===== config.mk =====
export PLATFORM = sky130hd
export DESIGN_NAME = irq_entry_seq
export DESIGN_NICKNAME = d
export VERILOG_FILES = /design/src/rtl/irs_pkg.sv /design/src/rtl/irs_sp.sv /design/src/rtl/irs_fsm.sv /design/src/rtl/irq_entry_seq.sv
export SDC_FILE = /design/constraint.sdc
export NUM_CORES = 1
export LEC_CHECK = 0
export ABC_CLOCK_PERIOD_IN_PS = 3000
export BUFFER_PORTS_ARGS = -buffer_cell sky130_fd_sc_hd__clkbuf_2
export CAP_MARGIN = 40
export CORE_ASPECT_RATIO = 1.4
export CORE_MARGIN = 5
export CORE_UTILIZATION = 30
export DETAILED_ROUTE_END_ITERATION = 8
export SLEW_MARGIN = 20
export SYNTH_ARGS = -nofsm -noshare
export SYNTH_HDL_FRONTEND = slang
export SYNTH_SLANG_ARGS = --single-unit

===== constraint.sdc =====
create_clock -name clk -period 3 [get_ports clk]
set_input_delay 0.15 -clock clk [delete_from_list [all_inputs] [get_ports clk]]
set_output_delay 0.15 -clock clk [all_outputs]
set_load 0.02 [all_outputs]

===== src/rtl/irs_pkg.sv =====
package irs_pkg;

  typedef enum logic [1:0] {
    ST_IDLE  = 2'd0,
    ST_ENTER = 2'd1,
    ST_LEAVE = 2'd2
  } irs_state_t;

  // Entry step numbers (step k is visible in entry cycle k+1)
  localparam int ENT_PUSH_HI  = 0;
  localparam int ENT_PUSH_LO  = 1;
  localparam int ENT_PUSH_FLG = 2;
  localparam int ENT_CLR      = 3;
  localparam int ENT_VEC      = 4;

  // Exit step numbers
  localparam int LEAVE_LEN    = 5;
  localparam int LV_LAST_POP  = 2;
  localparam int LV_LOAD_FLG  = 2;
  localparam int LV_CAP_LO    = 3;
  localparam int LV_LOAD_PC   = 4;

endpackage


===== src/rtl/irs_sp.sv =====
module irs_sp #(
  parameter int SP_W = 8
) (
  input  logic            clk,
  input  logic            rst,
  input  logic            inc,
  input  logic            dec,
  output logic [SP_W-1:0] sp_q
);

  always_ff @(posedge clk) begin
    if (rst)      sp_q <= '0;
    else if (inc) sp_q <= sp_q + 1'b1;
    else if (dec) sp_q <= sp_q - 1'b1;
  end

endmodule


===== src/rtl/irs_fsm.sv =====
module irs_fsm
  import irs_pkg::*;
#(
  parameter int ENTRY_LEN = 13,
  parameter int STEP_W    = $clog2(ENTRY_LEN)
) (
  input  logic              clk,
  input  logic              rst,
  input  logic              take,
  input  logic              ret,
  output irs_state_t        st_q,
  output irs_state_t        st_d,
  output logic [STEP_W-1:0] step_q,
  output logic [STEP_W-1:0] step_d
);

  localparam logic [STEP_W-1:0] ENT_END = STEP_W'(ENTRY_LEN - 1);
  localparam logic [STEP_W-1:0] LV_END  = STEP_W'(LEAVE_LEN - 1);

  always_comb begin
    st_d   = st_q;
    step_d = step_q;
    unique case (st_q)
      ST_IDLE: begin
        step_d = '0;
        if (ret)       st_d = ST_LEAVE;
        else if (take) st_d = ST_ENTER;
      end
      ST_ENTER: begin
        if (step_q == ENT_END) begin
          st_d   = ST_IDLE;
          step_d = '0;
        end else begin
          step_d = step_q + 1'b1;
        end
      end
      ST_LEAVE: begin
        if (step_q == LV_END) begin
          st_d   = ST_IDLE;
          step_d = '0;
        end else begin
          step_d = step_q + 1'b1;
        end
      end
      default: begin
        st_d   = ST_IDLE;
        step_d = '0;
      end
    endcase
  end

  always_ff @(posedge clk) begin
    if (rst) begin
      st_q   <= ST_IDLE;
      step_q <= '0;
    end else begin
      st_q   <= st_d;
      step_q <= step_d;
    end
  end

endmodule


===== src/rtl/irq_entry_seq.sv =====
module irq_entry_seq
  import irs_pkg::*;
#(
  parameter int DW        = 8,
  parameter int SP_W      = 8,
  parameter int ENTRY_LEN = 13,
  parameter int GIE_BIT   = 0
) (
  input  logic            clk,
  input  logic            rst,
  input  logic            insn_done,
  input  logic            irq_req,
  input  logic [DW-1:0]   irq_vec,
  input  logic            reti_cmd,
  input  logic [2*DW-1:0] pc_cur,
  input  logic [DW-1:0]   flag_cur,
  input  logic [DW-1:0]   stk_rdata,
  output logic            irq_ack,
  output logic            stk_we,
  output logic            stk_re,
  output logic [SP_W-1:0] stk_addr,
  output logic [DW-1:0]   stk_wdata,
  output logic [SP_W-1:0] sp,
  output logic            pc_load,
  output logic [2*DW-1:0] pc_val,
  output logic            flag_load,
  output logic [DW-1:0]   flag_val,
  output logic            fetch_go,
  output logic            busy
);

  localparam int PC_W   = 2 * DW;
  localparam int STEP_W = $clog2(ENTRY_LEN);
  localparam logic [STEP_W-1:0] S_HI    = STEP_W'(ENT_PUSH_HI);
  localparam logic [STEP_W-1:0] S_LO    = STEP_W'(ENT_PUSH_LO);
  localparam logic [STEP_W-1:0] S_FLG   = STEP_W'(ENT_PUSH_FLG);
  localparam logic [STEP_W-1:0] S_CLR   = STEP_W'(ENT_CLR);
  localparam logic [STEP_W-1:0] S_VEC   = STEP_W'(ENT_VEC);
  localparam logic [STEP_W-1:0] S_EEND  = STEP_W'(ENTRY_LEN - 1);
  localparam logic [STEP_W-1:0] L_POP   = STEP_W'(LV_LAST_POP);
  localparam logic [STEP_W-1:0] L_FLG   = STEP_W'(LV_LOAD_FLG);
  localparam logic [STEP_W-1:0] L_LO    = STEP_W'(LV_CAP_LO);
  localparam logic [STEP_W-1:0] L_PC    = STEP_W'(LV_LOAD_PC);
  localparam logic [STEP_W-1:0] L_END   = STEP_W'(LEAVE_LEN - 1);

  irs_state_t        st_q, st_d;
  logic [STEP_W-1:0] step_q, step_d;
  logic              take, ret;
  logic              enter_n, leave_n, push_n, pop_n;
  logic [SP_W-1:0]   sp_q;
  logic [DW-1:0]     lo_q, flg_q, wd_n;

  // Request qualification: only an idle block listens
  assign take = insn_done & irq_req & flag_cur[GIE_BIT];
  assign ret  = reti_cmd;

  irs_fsm #(
    .ENTRY_LEN(ENTRY_LEN),
    .STEP_W   (STEP_W)
  ) u_fsm (
    .clk   (clk),
    .rst   (rst),
    .take  (take),
    .ret   (ret),
    .st_q  (st_q),
    .st_d  (st_d),
    .step_q(step_q),
    .step_d(step_d)
  );

  assign enter_n = (st_d == ST_ENTER);
  assign leave_n = (st_d == ST_LEAVE);
  assign push_n  = enter_n && (step_d <= S_FLG);
  assign pop_n   = leave_n && (step_d <= L_POP);

  irs_sp #(.SP_W(SP_W)) u_sp (
    .clk (clk),
    .rst (rst),
    .inc (push_n),
    .dec (pop_n),
    .sp_q(sp_q)
  );

  assign sp = sp_q;

  always_comb begin
    wd_n = flg_q;
    if (step_d == S_HI)      wd_n = pc_cur[PC_W-1:DW];
    else if (step_d == S_LO) wd_n = lo_q;
  end

  // All outputs are registered from the next-state decode
  always_ff @(posedge clk) begin
    if (rst) begin
      irq_ack   <= 1'b0;
      stk_we    <= 1'b0;
      stk_re    <= 1'b0;
      stk_addr  <= '0;
      stk_wdata <= '0;
      pc_load   <= 1'b0;
      pc_val    <= '0;
      flag_load <= 1'b0;
      flag_val  <= '0;
      fetch_go  <= 1'b0;
      busy      <= 1'b0;
      lo_q      <= '0;
      flg_q     <= '0;
    end else begin
      stk_we    <= push_n;
      stk_re    <= pop_n;
      irq_ack   <= enter_n && (step_d == S_CLR);
      flag_load <= (enter_n && (step_d == S_CLR)) || (leave_n && (step_d == L_FLG));
      pc_load   <= (enter_n && (step_d == S_VEC)) || (leave_n && (step_d == L_PC));
      fetch_go  <= (enter_n && (step_d == S_EEND)) || (leave_n && (step_d == L_END));
      busy      <= (st_d != ST_IDLE);

      if (push_n) begin
        stk_addr  <= sp_q;
        stk_wdata <= wd_n;
      end else if (pop_n) begin
        stk_addr  <= sp_q - 1'b1;
      end

      // Snapshot the low PC byte and flags on the take edge
      if (st_q == ST_IDLE && enter_n) begin
        lo_q  <= pc_cur[DW-1:0];
        flg_q <= flag_cur;
      end

      if (leave_n && (step_d == L_LO)) lo_q <= stk_rdata;

      if (enter_n && (step_d == S_CLR))      flag_val <= '0;
      else if (leave_n && (step_d == L_FLG)) flag_val <= stk_rdata;

      if (enter_n && (step_d == S_VEC))      pc_val <= {{DW{1'b0}}, irq_vec};
      else if (leave_n && (step_d == L_PC))  pc_val <= {stk_rdata, lo_q};
    end
  end

endmodule


==> flow_summary.json, run 1 <==
{
  "outcome": "finished, final reports clean",
  "syn_inst": 416,
  "multiInputGateArea_mm2": 0.002018,
  "relSlewSlack": 0.5473,
  "drc_errors": 0,
  "track_usage": 0.1400,
  "final_hold_viol_count": 0,
  "synth.area.top_cells": "dfxtp_1, mux2i_1, nor2_1",
  "fin_ws_ns": 0.2385,
  "h-tree-depth": 3,
  "die-area_mm2": 0.01486,
  "antenna-diode-count": 0,
  "clock_latency_ns": 0.34,
  "die_x_um": 104.5,
  "fillers": 1250,
  "synth_top_area_frac": 0.4114,
  "core_mm2": 0.01231,
  "port_buffers": 99,
  "root_buffer": "clkbuf_16",
  "cp_cell_sequence": "inv_1 -> ha_1 -> nand4bb_1 -> nand4_2 -> a2111o_1 -> or2_1 -> a2111o_1 -> o21ai_0",
  "p_leak_nw": 2.032,
  "overflow": 0,
  "p_per_area_mw_per_mm2": 620.4,
  "drt.antenna.violating_nets": 0,
  "synthArstFlopShare": 0,
  "cts_tree": "done",
  "vias": 3350,
  "synth.distinct_cells": 66,
  "drtIter0Drc": 125,
  "cpMaxStageDelayCell": "a2111o_1",
  "pre_cts_slack_ns": 0.2688,
  "worstPathArrival_ns": 3.02,
  "seqCellArea_mm2": 0.001541,
  "yosysWarnings": 0,
  "slowest_delay_ns": 0.69,
  "ys_ff_latch": 77,
  "die_h_um": 142.2,
  "drtPass1Iterations": 4,
  "seq_area_frac_synth": 0.4114,
  "fin_crit_ns": 2.762,
  "antenna_found_initial": 0,
  "worst-slew-pin-transition_ns": 0.6791,
  "hold_class": "input pin to flop",
  "layout-drive-gt1-share": 0.2934,
  "slew_violations": 0,
  "io_pins": 100,
  "syn_avg_cell_area_um2": 9.008,
  "maxClockFrequency_mhz": 362.1,
  "setup_viol": 0,
  "area_growth_syn_to_layout_pct": 24.94,
  "wl_per_cell_um": 15.34,
  "synth_most_common_cell": "dfxtp_1",
  "crit_path_end_kind": "flop",
  "syn-num-nets": 471,
  "hpwlAfterDp_um": 7747,
  "synthTopCellsByCount": "dfxtp_1, nor2_1, nand2_1, mux2i_1, a21oi_1",
  "irDropWorstVdd_uv": 308.9,
  "cts_hold_buf": 0,
  "finalCritPeriodShare": 0.9205,
  "rows": 48,
  "clockBufferDepth": 2,
  "cp_max_fo": 12,
  "synth-edff-count": 0,
  "yosysTopAreaCell": "dfxtp_1",
  "cts.clk_slew.worst_paths_ns": 0.06,
  "gp_congestion": 0.7920,
  "maxCapViolCount": 0,
  "worstSetupPathType": "flop to flop",
  "first_global_vias": 3331,
  "crit_path_start_kind": "flop",
  "cp_common_cell": "a2111o_1",
  "critical_path_required_ns": 3.26,
  "synthesis.area_mm2": 0.003747,
  "cts_buffers": 9,
  "vias_per_cell": 5.015,
  "grt_max_degree": 34,
  "rsz0062_at_grt": "no",
  "finalClockSkew_ns": 0.005880,
  "finalNetCount": 569,
  "drt_wl_total_um": 10250,
  "setup_tns_ns": 0,
  "grt_pass1_wl_um": 16980,
  "synth_flop_cell": "dfxtp_1",
  "initial_core_util": 0.3044,
  "cts_num_sinks": 77
}
[final timing paths]
| path | start | to | slack [ns] | cells after the start |
|---|---|---|---|---|
| max reg2reg | u_fsm.step_q[0] | u_sp.sp_q[4] | 0.24 | 8 |
| min reg2reg | flg_q[6] | flg_q[6] | 0.45 | 2 |
| min | flag_cur[6] | flg_q[6] | 0.03 | 3 |
| max | u_fsm.step_q[0] | u_sp.sp_q[4] | 0.24 | 8 |
[sequential cells by signal, summed over array words and instances, names as in the netlist, 2 cells and up]
signal	flops
stk_wdata	8
flg_q	8
pc_val	16
lo_q	8
u_fsm.step_q	4
stk_addr	8
u_sp.sp_q	8
u_fsm.st_q	2
flag_val	8
[kinds of logic (layout without fill, tap and decap cells)]
family | count (synthesis) | after routing | synth area share
and+or+nand+nor | 161 | 161 | 0.2180
AOI/OAI and AO/OA | 83 | 83 | 0.1693
DFF | 77 | 77 | 0.4114
buffers and inverters | 41 | 143 | 0.05175
muxes | 40 | 40 | 0.1068
adders and majority gates | 10 | 10 | 0.03339
xor gates and xnor gates | 4 | 4 | 0.009351
[placed cells by master (no fill, tap or decap), types with 9 or more instances in the layout]
master and n:
clkbuf_16 9, a21oi_1 19, nand2b_1 9, inv_1 17
mux2i_1 40, ha_1 10, a211oi_1 11, dfxtp_1 77
nand2_1 46, nor2_1 54, buf_4 11, clkbuf_2 99
[power breakdown]
part	total, mW	internal [mW]	leakage [nW]	switching (mW)
Sequential	1.19	1.10	0.624	0.0864
Clock	1.07	0.639	0.138	0.430
Combinational	0.650	0.277	1.27	0.373
[metal layers]
| metal | wire length, um | global-route usage | up-vias |
|---|---|---|---|
| met4 | 185 | 0.05389 | 0 |
| met2 | 5155 | 0.2421 | 93 |
| met3 | 436 | 0.02633 | 13 |
| met5 | 0 | 0 | - |
| li1 | - | - | 1674 |
| met1 | 4471 | 0.1718 | 1570 |
[area by class of cell]
class,instances,area share
clock inverters,6,0.01363
inverters,18,0.01443
flip-flops and latches,77,0.3292
clock buffers,9,0.04810
multi-input cells,298,0.4311
repair buffers,110,0.1235
well taps,150,0.04009
[repair_timing]
action,4_1_cts,5_1_grt
resized for setup,0,0
setup buffers,0,3
setup endpoints to repair,0,1
[critical path: cells and delay by family, from the launching register on]
kind                     cells  cell delay, ns
AO/OA/AOI/OAI                3            1.16
adder cells (fa/ha/maj)      1            0.24
buffers and inverters        1            0.10
flip-flops                   1            0.45
AND/OR/NAND/NOR              3            0.73
[metrics by stage]
stage | power [mW] | hold slack (ns) | std cells | instance area (um2) | util
after floorplan | 1.663 | 0.2860 | 416 | 3747 | -
after global placement | 1.849 | 0.3812 | 650 | 4370 | 0.3550
after detailed placement | 1.859 | 0.3811 | 650 | 4370 | 0.3550
after CTS | 2.935 | 0.02345 | 665 | 4659 | 0.3785
after global routing | 3.054 | 0.04261 | 668 | 4682 | 0.3803
final | 2.905 | 0.03295 | 668 | 4682 | 0.3803
Note: power is estimated with default switching activity, not from simulation.
==> run 2, diff against run 1 <==
--- a/config.mk
+++ b/config.mk
@@ -5,12 +5,12 @@
 export SDC_FILE = /design/constraint.sdc
 export NUM_CORES = 1
 export LEC_CHECK = 0
-export ABC_CLOCK_PERIOD_IN_PS = 3000
+export ABC_CLOCK_PERIOD_IN_PS = 2620
 export BUFFER_PORTS_ARGS = -buffer_cell sky130_fd_sc_hd__clkbuf_2
 export CAP_MARGIN = 40
 export CORE_ASPECT_RATIO = 1.4
 export CORE_MARGIN = 5
-export CORE_UTILIZATION = 30
+export CORE_UTILIZATION = 25
 export DETAILED_ROUTE_END_ITERATION = 8
 export SLEW_MARGIN = 20
 export SYNTH_ARGS = -nofsm -noshare
==> constraint.sdc (replaced) <==
create_clock -name clk -period 2.62 [get_ports clk]
set_input_delay 0.131 -clock clk [delete_from_list [all_inputs] [get_ports clk]]
set_output_delay 0.131 -clock clk [all_outputs]
set_load 0.02 [all_outputs]
==> flow_summary.json, run 2 (synthesized netlist as in run 1, its figures left out) <==
{
  "outcome": "finished, final reports clean",
  "slew_violations": 0,
  "critical_path_required_ns": 2.82,
  "final_common_cell": "clkbuf_2",
  "worstPathArrival_ns": 2.74,
  "area_growth_syn_to_layout_pct": 33.62,
  "maxCapViolCount": 0,
  "cts_num_sinks": 77,
  "cts_tree": "done",
  "grt_max_degree": 32,
  "layout-drive-gt1-share": 0.3246,
  "drc_errors": 0,
  "wl_per_cell_um": 15.42,
  "die_h_um": 154.9,
  "finalClockSkew_ns": 0.004761,
  "drtPass1Iterations": 4,
  "track_usage": 0.1271,
  "antenna-diode-count": 0,
  "cp_common_cell": "buf_12",
  "cp_cell_sequence": "inv_1 -> ha_2 -> nand4b_1 -> buf_4 -> nand4_4 -> a2111o_1 -> buf_12 -> nor2_4 -> buf_12 -> mux2i_2 -> o32ai_1",
  "cts_buffers": 9,
  "cts.clk_slew.worst_paths_ns": 0.06,
  "top_register": "pc_val",
  "die_x_um": 113.5,
  "port_buffers": 99,
  "p_per_area_mw_per_mm2": 718.3,
  "cts_hold_buf": 0,
  "cp_max_fo": 11,
  "worstSetupPathType": "flop to flop",
  "fin_ws_ns": 0.08145,
  "crit_path_start_kind": "flop",
  "netSwitchingFraction": 0.2918,
  "final_cell_mix": "clkbuf_2, dfxtp_1, nor2_1",
  "drt.antenna.violating_nets": 0,
  "crit_path_end_kind": "flop",
  "finalNetCount": 583,
  "p_switching_mw": 1.049,
  "die-area_mm2": 0.01757,
  "combinationalPowerShare": 0.226,
  "p_clk_frac": 0.396,
  "initial_core_util": 0.2523,
  "finalCritPeriodShare": 0.9689,
  "rows": 53,
  "drt_wl_total_um": 11180,
  "grt_pass1_wl_um": 17750,
  "drtIter0Drc": 119,
  "first_global_vias": 3480,
  "worst-slew-pin-transition_ns": 0.6006,
  "irDropWorstVdd_uv": 381.8,
  "io_pins": 100,
  "gp_congestion": 0.7951,
  "clock_latency_ns": 0.33,
  "vias_per_cell": 4.688,
  "largest_reg_flops": 16,
  "hold_class": "input pin to flop",
  "root_buffer": "clkbuf_16",
  "p_leak_nw": 2.152,
  "internal_power_mw": 2.547,
  "pre_cts_slack_ns": -0.05755,
  "hold_slack_ns": 0.02055,
  "core_mm2": 0.01485,
  "overflow": 0,
  "vias": 3399,
  "relSlewSlack": 0.5963,
  "final_hold_viol_count": 0,
  "slowest_delay_ns": 0.55,
  "fin_crit_ns": 2.539,
  "cpMaxStageDelayCell": "a2111o_1",
  "antenna_found_initial": 0,
  "setup_tns_ns": 0,
  "h-tree-depth": 3,
  "power_frac_seq": 0.377,
  "postLayoutCoreUtil": 0.3371,
  "hpwlAfterDp_um": 8667,
  "clockBufferDepth": 2,
  "setup_viol": 0,
  "maxClockFrequency_mhz": 393.9
}
-- run 2: cell types whose count changed in the layout (fill, tap and decap cells not counted), sizes merged --
cell,previous run,this run
buf,11,25
clkinv,2,4
bufinv,1,3
inv,19,18
clkinvlp,2,0
-- run 2: power groups by stage --
stage	sequential (mW)	clock (mW)	combinational (mW)
after floorplan	1.46	0	0.447
after CTS	1.36	1.45	0.803
after global routing	1.37	1.52	0.887
final	1.36	1.42	0.814
after detailed placement	1.38	0	0.786
after global placement	1.38	0	0.767
-- run 2: area by class of cell --
cell class,instances,area (um2)
timing repair buffer,124,745.7
clock inverter,7,113.9
multi-input combinational,298,2069
tap,192,240.2
clock buffer,9,225.2
sequential,77,1545
fill,1554,9847
inverter,18,67.56
-- run 2: worst max-delay path: cells and delay by family (launching register included) --
kind / cells / cell delay (ns)
buffers and inverters: 4 / 0.58
adders and majority gates: 1 / 0.22
muxes: 1 / 0.21
and+or+nand+nor: 3 / 0.39
DFF: 1 / 0.36
AOI/OAI and AO/OA: 2 / 0.65
-- run 2: per-stage QoR --
step	std cells	instance area (um2)	power [mW]
after floorplan	416	3747	1.905
after detailed placement	704	4551	2.170
final	725	5007	3.597
after global placement	704	4551	2.150
after CTS	722	4931	3.616
after global routing	725	5007	3.776
-- run 2: final timing paths --
path	from	cells past startpoint	slack, ns	end
setup reg to reg	u_fsm.st_q[0]	11	0.08	stk_addr[7]
hold reg to reg	flg_q[4]	2	0.45	flg_q[4]
setup / recovery	u_fsm.st_q[0]	11	0.08	stk_addr[7]
hold / removal	flag_cur[5]	3	0.02	flg_q[5]
-- run 2: repair_timing --
action / 4_1_cts / 5_1_grt
endpoints found under the setup margin: 11 / 27
setup buffers: 2 / 3
hold endpoints to repair: 0 / 0
pin swaps: 1 / 3
gates resized for setup: 1 / 11
-- run 2: per-layer routing --
| metal | vias up | routed length [um] | global-route usage |
|---|---|---|---|
| met5 | - | 0 | 0 |
| met4 | 0 | 242 | 0.04926 |
| li1 | 1701 | - | - |
| met1 | 1571 | 4483 | 0.1438 |
| met2 | 108 | 5795 | 0.2249 |
| met3 | 19 | 660 | 0.03463 |
==> run 3, diff against run 2 <==
--- a/config.mk
+++ b/config.mk
@@ -8,7 +8,6 @@
 export ABC_CLOCK_PERIOD_IN_PS = 2620
 export BUFFER_PORTS_ARGS = -buffer_cell sky130_fd_sc_hd__clkbuf_2
 export CAP_MARGIN = 40
-export CORE_ASPECT_RATIO = 1.4
 export CORE_MARGIN = 5
 export CORE_UTILIZATION = 25
 export DETAILED_ROUTE_END_ITERATION = 8
==> flow_summary.json, run 3 (synthesized netlist as in run 1, its figures left out) <==
{
  "worst-slew-pin-transition_ns": 0.6314,
  "drt_wl_total_um": 10940,
  "drt.antenna.violating_nets": 0,
  "fin_ws_ns": 0.07512,
  "vias_per_cell": 4.790,
  "h-tree-depth": 3,
  "final_common_cell": "clkbuf_2",
  "slew_violations": 0,
  "initial_core_util": 0.2559,
  "critPathTopFamily": "simple AND/OR/NAND/NOR gates",
  "drtPass1Iterations": 4,
  "crit_path_start_kind": "flop",
  "pre_cts_slack_ns": -0.03135,
  "p_leak_nw": 2.115,
  "relSlewSlack": 0.5772,
  "outcome": "finished, final reports clean",
  "clockBufferDepth": 2,
  "r2r_cells": 10,
  "drtIter0Drc": 218,
  "irDropWorstVdd_uv": 290.6,
  "port_buffers": 99,
  "min_delay_worst_endpoint": "flg_q[7]",
  "clock_latency_ns": 0.34,
  "first_global_vias": 3586,
  "worstSetupPathType": "flop to flop",
  "hold_slack_ns": 0.01513,
  "hold_class": "input pin to flop",
  "postLayoutCoreUtil": 0.3370,
  "p_per_area_mw_per_mm2": 685.2,
  "io_pins": 100,
  "cpMaxStageDelayCell": "a2111o_1",
  "wl_per_cell_um": 15.29,
  "final_cell_mix": "clkbuf_2, dfxtp_1, nor2_1",
  "cts_buffers": 9,
  "cp_max_fo": 8,
  "die_x_um": 132.4,
  "die_h_um": 132.4,
  "track_usage": 0.1238,
  "maxClockFrequency_mhz": 392.9,
  "final_hold_viol_count": 0,
  "overflow": 0,
  "fin_crit_ns": 2.545,
  "regToRegSetupSlack_ns": 0.08,
  "worstPathArrival_ns": 2.76,
  "r2r-end": "stk_addr[5]",
  "layout-drive-gt1-share": 0.3202,
  "finalNetCount": 581,
  "antenna_found_initial": 0,
  "drc_errors": 0,
  "setup_viol": 0,
  "grt_max_degree": 55,
  "cp_cell_sequence": "inv_1 -> ha_2 -> nand4b_1 -> and4_4 -> a2111o_1 -> buf_6 -> nor2_4 -> buf_12 -> mux2i_1 -> o22ai_1",
  "r2r-start": "u_fsm.st_q[0]",
  "root_buffer": "clkbuf_16",
  "finalClockSkew_ns": 0.007890,
  "cts_tree": "done",
  "hpwlAfterDp_um": 8309,
  "slowest_delay_ns": 0.51,
  "layout.cells.non_filler": 715,
  "rows": 44,
  "cts_num_sinks": 77,
  "antenna-diode-count": 0,
  "crit_path_end_kind": "flop",
  "crit_buf_inv": 3,
  "area_growth_syn_to_layout_pct": 31.69,
  "gp_congestion": 0.8793,
  "grt_pass1_wl_um": 17880,
  "hold_depth": 3,
  "total_power_mw": 3.381,
  "finalCritPeriodShare": 0.9713,
  "critical_path_required_ns": 2.84,
  "rsz0062_at_grt": "no",
  "cts.clk_slew.worst_paths_ns": 0.06,
  "cts_hold_buf": 0,
  "largest_reg_flops": 16,
  "maxCapViolCount": 0,
  "vias": 3425,
  "die-area_mm2": 0.01754,
  "core_mm2": 0.01464,
  "hold_start": "flag_cur[7]",
  "top_register": "pc_val",
  "placed_cells": 693
}
## run 3: changes by cell type in the layout (fill, tap and decap cells not counted), sizes merged
cell,before,now
clkinvlp,0,1
clkbuf,108,113
buf,25,23
bufinv,3,0
clkinv,4,1
## run 3: what timing repair did
action	CTS	global route
setup endpoints to repair	6	55
endpoints found under the hold margin	0	0
cloned	0	0
buffers inserted	4	2
resized for setup	0	15
pin swaps	1	2
## run 3: area by class of cell
| type | instances | area [um2] |
|---|---|---|
| sequential | 77 | 1549 |
| timing repair buffer | 122 | 725.7 |
| tap | 184 | 230.2 |
| clock buffer | 14 | 274.0 |
| multi-input combinational | 298 | 2072 |
| fill | 1535 | 9709 |
| inverter | 18 | 67.56 |
| clock inverter | 2 | 16.27 |
## run 3: worst min-delay path: stages
cell and delay (ns):
clkbuf_2 0.08, nand2_1 0.05, a21oi_1 0.05
## run 3: power breakdown
part           internal, mW  switching [mW]  leakage (nW)
clock network         0.722           0.485         0.139
logic                 0.365           0.454          1.35
registers              1.26          0.0977         0.626
## run 3: worst max-delay path by stage
stage,start,cells after the start,end
5_1_grt,u_fsm.st_q[0],10,stk_addr[7]
6_report,u_fsm.st_q[0],10,stk_addr[5]
2_1_floorplan,u_fsm.step_q[0],9,pc_val[3]
4_1_cts,u_fsm.st_q[1],9,u_sp.sp_q[7]
3_3_place_gp,u_fsm.st_q[1],9,stk_addr[7]
3_5_place_dp,u_fsm.st_q[1],9,stk_addr[7]
## run 3: through the flow
stage	TNS (ns)	instance area [um2]
2_1_floorplan	0	3747
3_3_place_gp	0	4506
3_5_place_dp	-0.05971	4506
4_1_cts	0	4851
5_1_grt	0	4935
6_report	0	4935
## run 3: routing by layer
layer | GRT usage | wire length, um | vias to the layer above | share of wire
met5 | 0 | 0 | - | 0
met3 | 0.04366 | 675 | 13 | 0.062
met2 | 0.1991 | 5142 | 99 | 0.47
met1 | 0.1549 | 4943 | 1611 | 0.45
li1 | - | - | 1702 | -
met4 | 0.04099 | 174 | 0 | 0.016
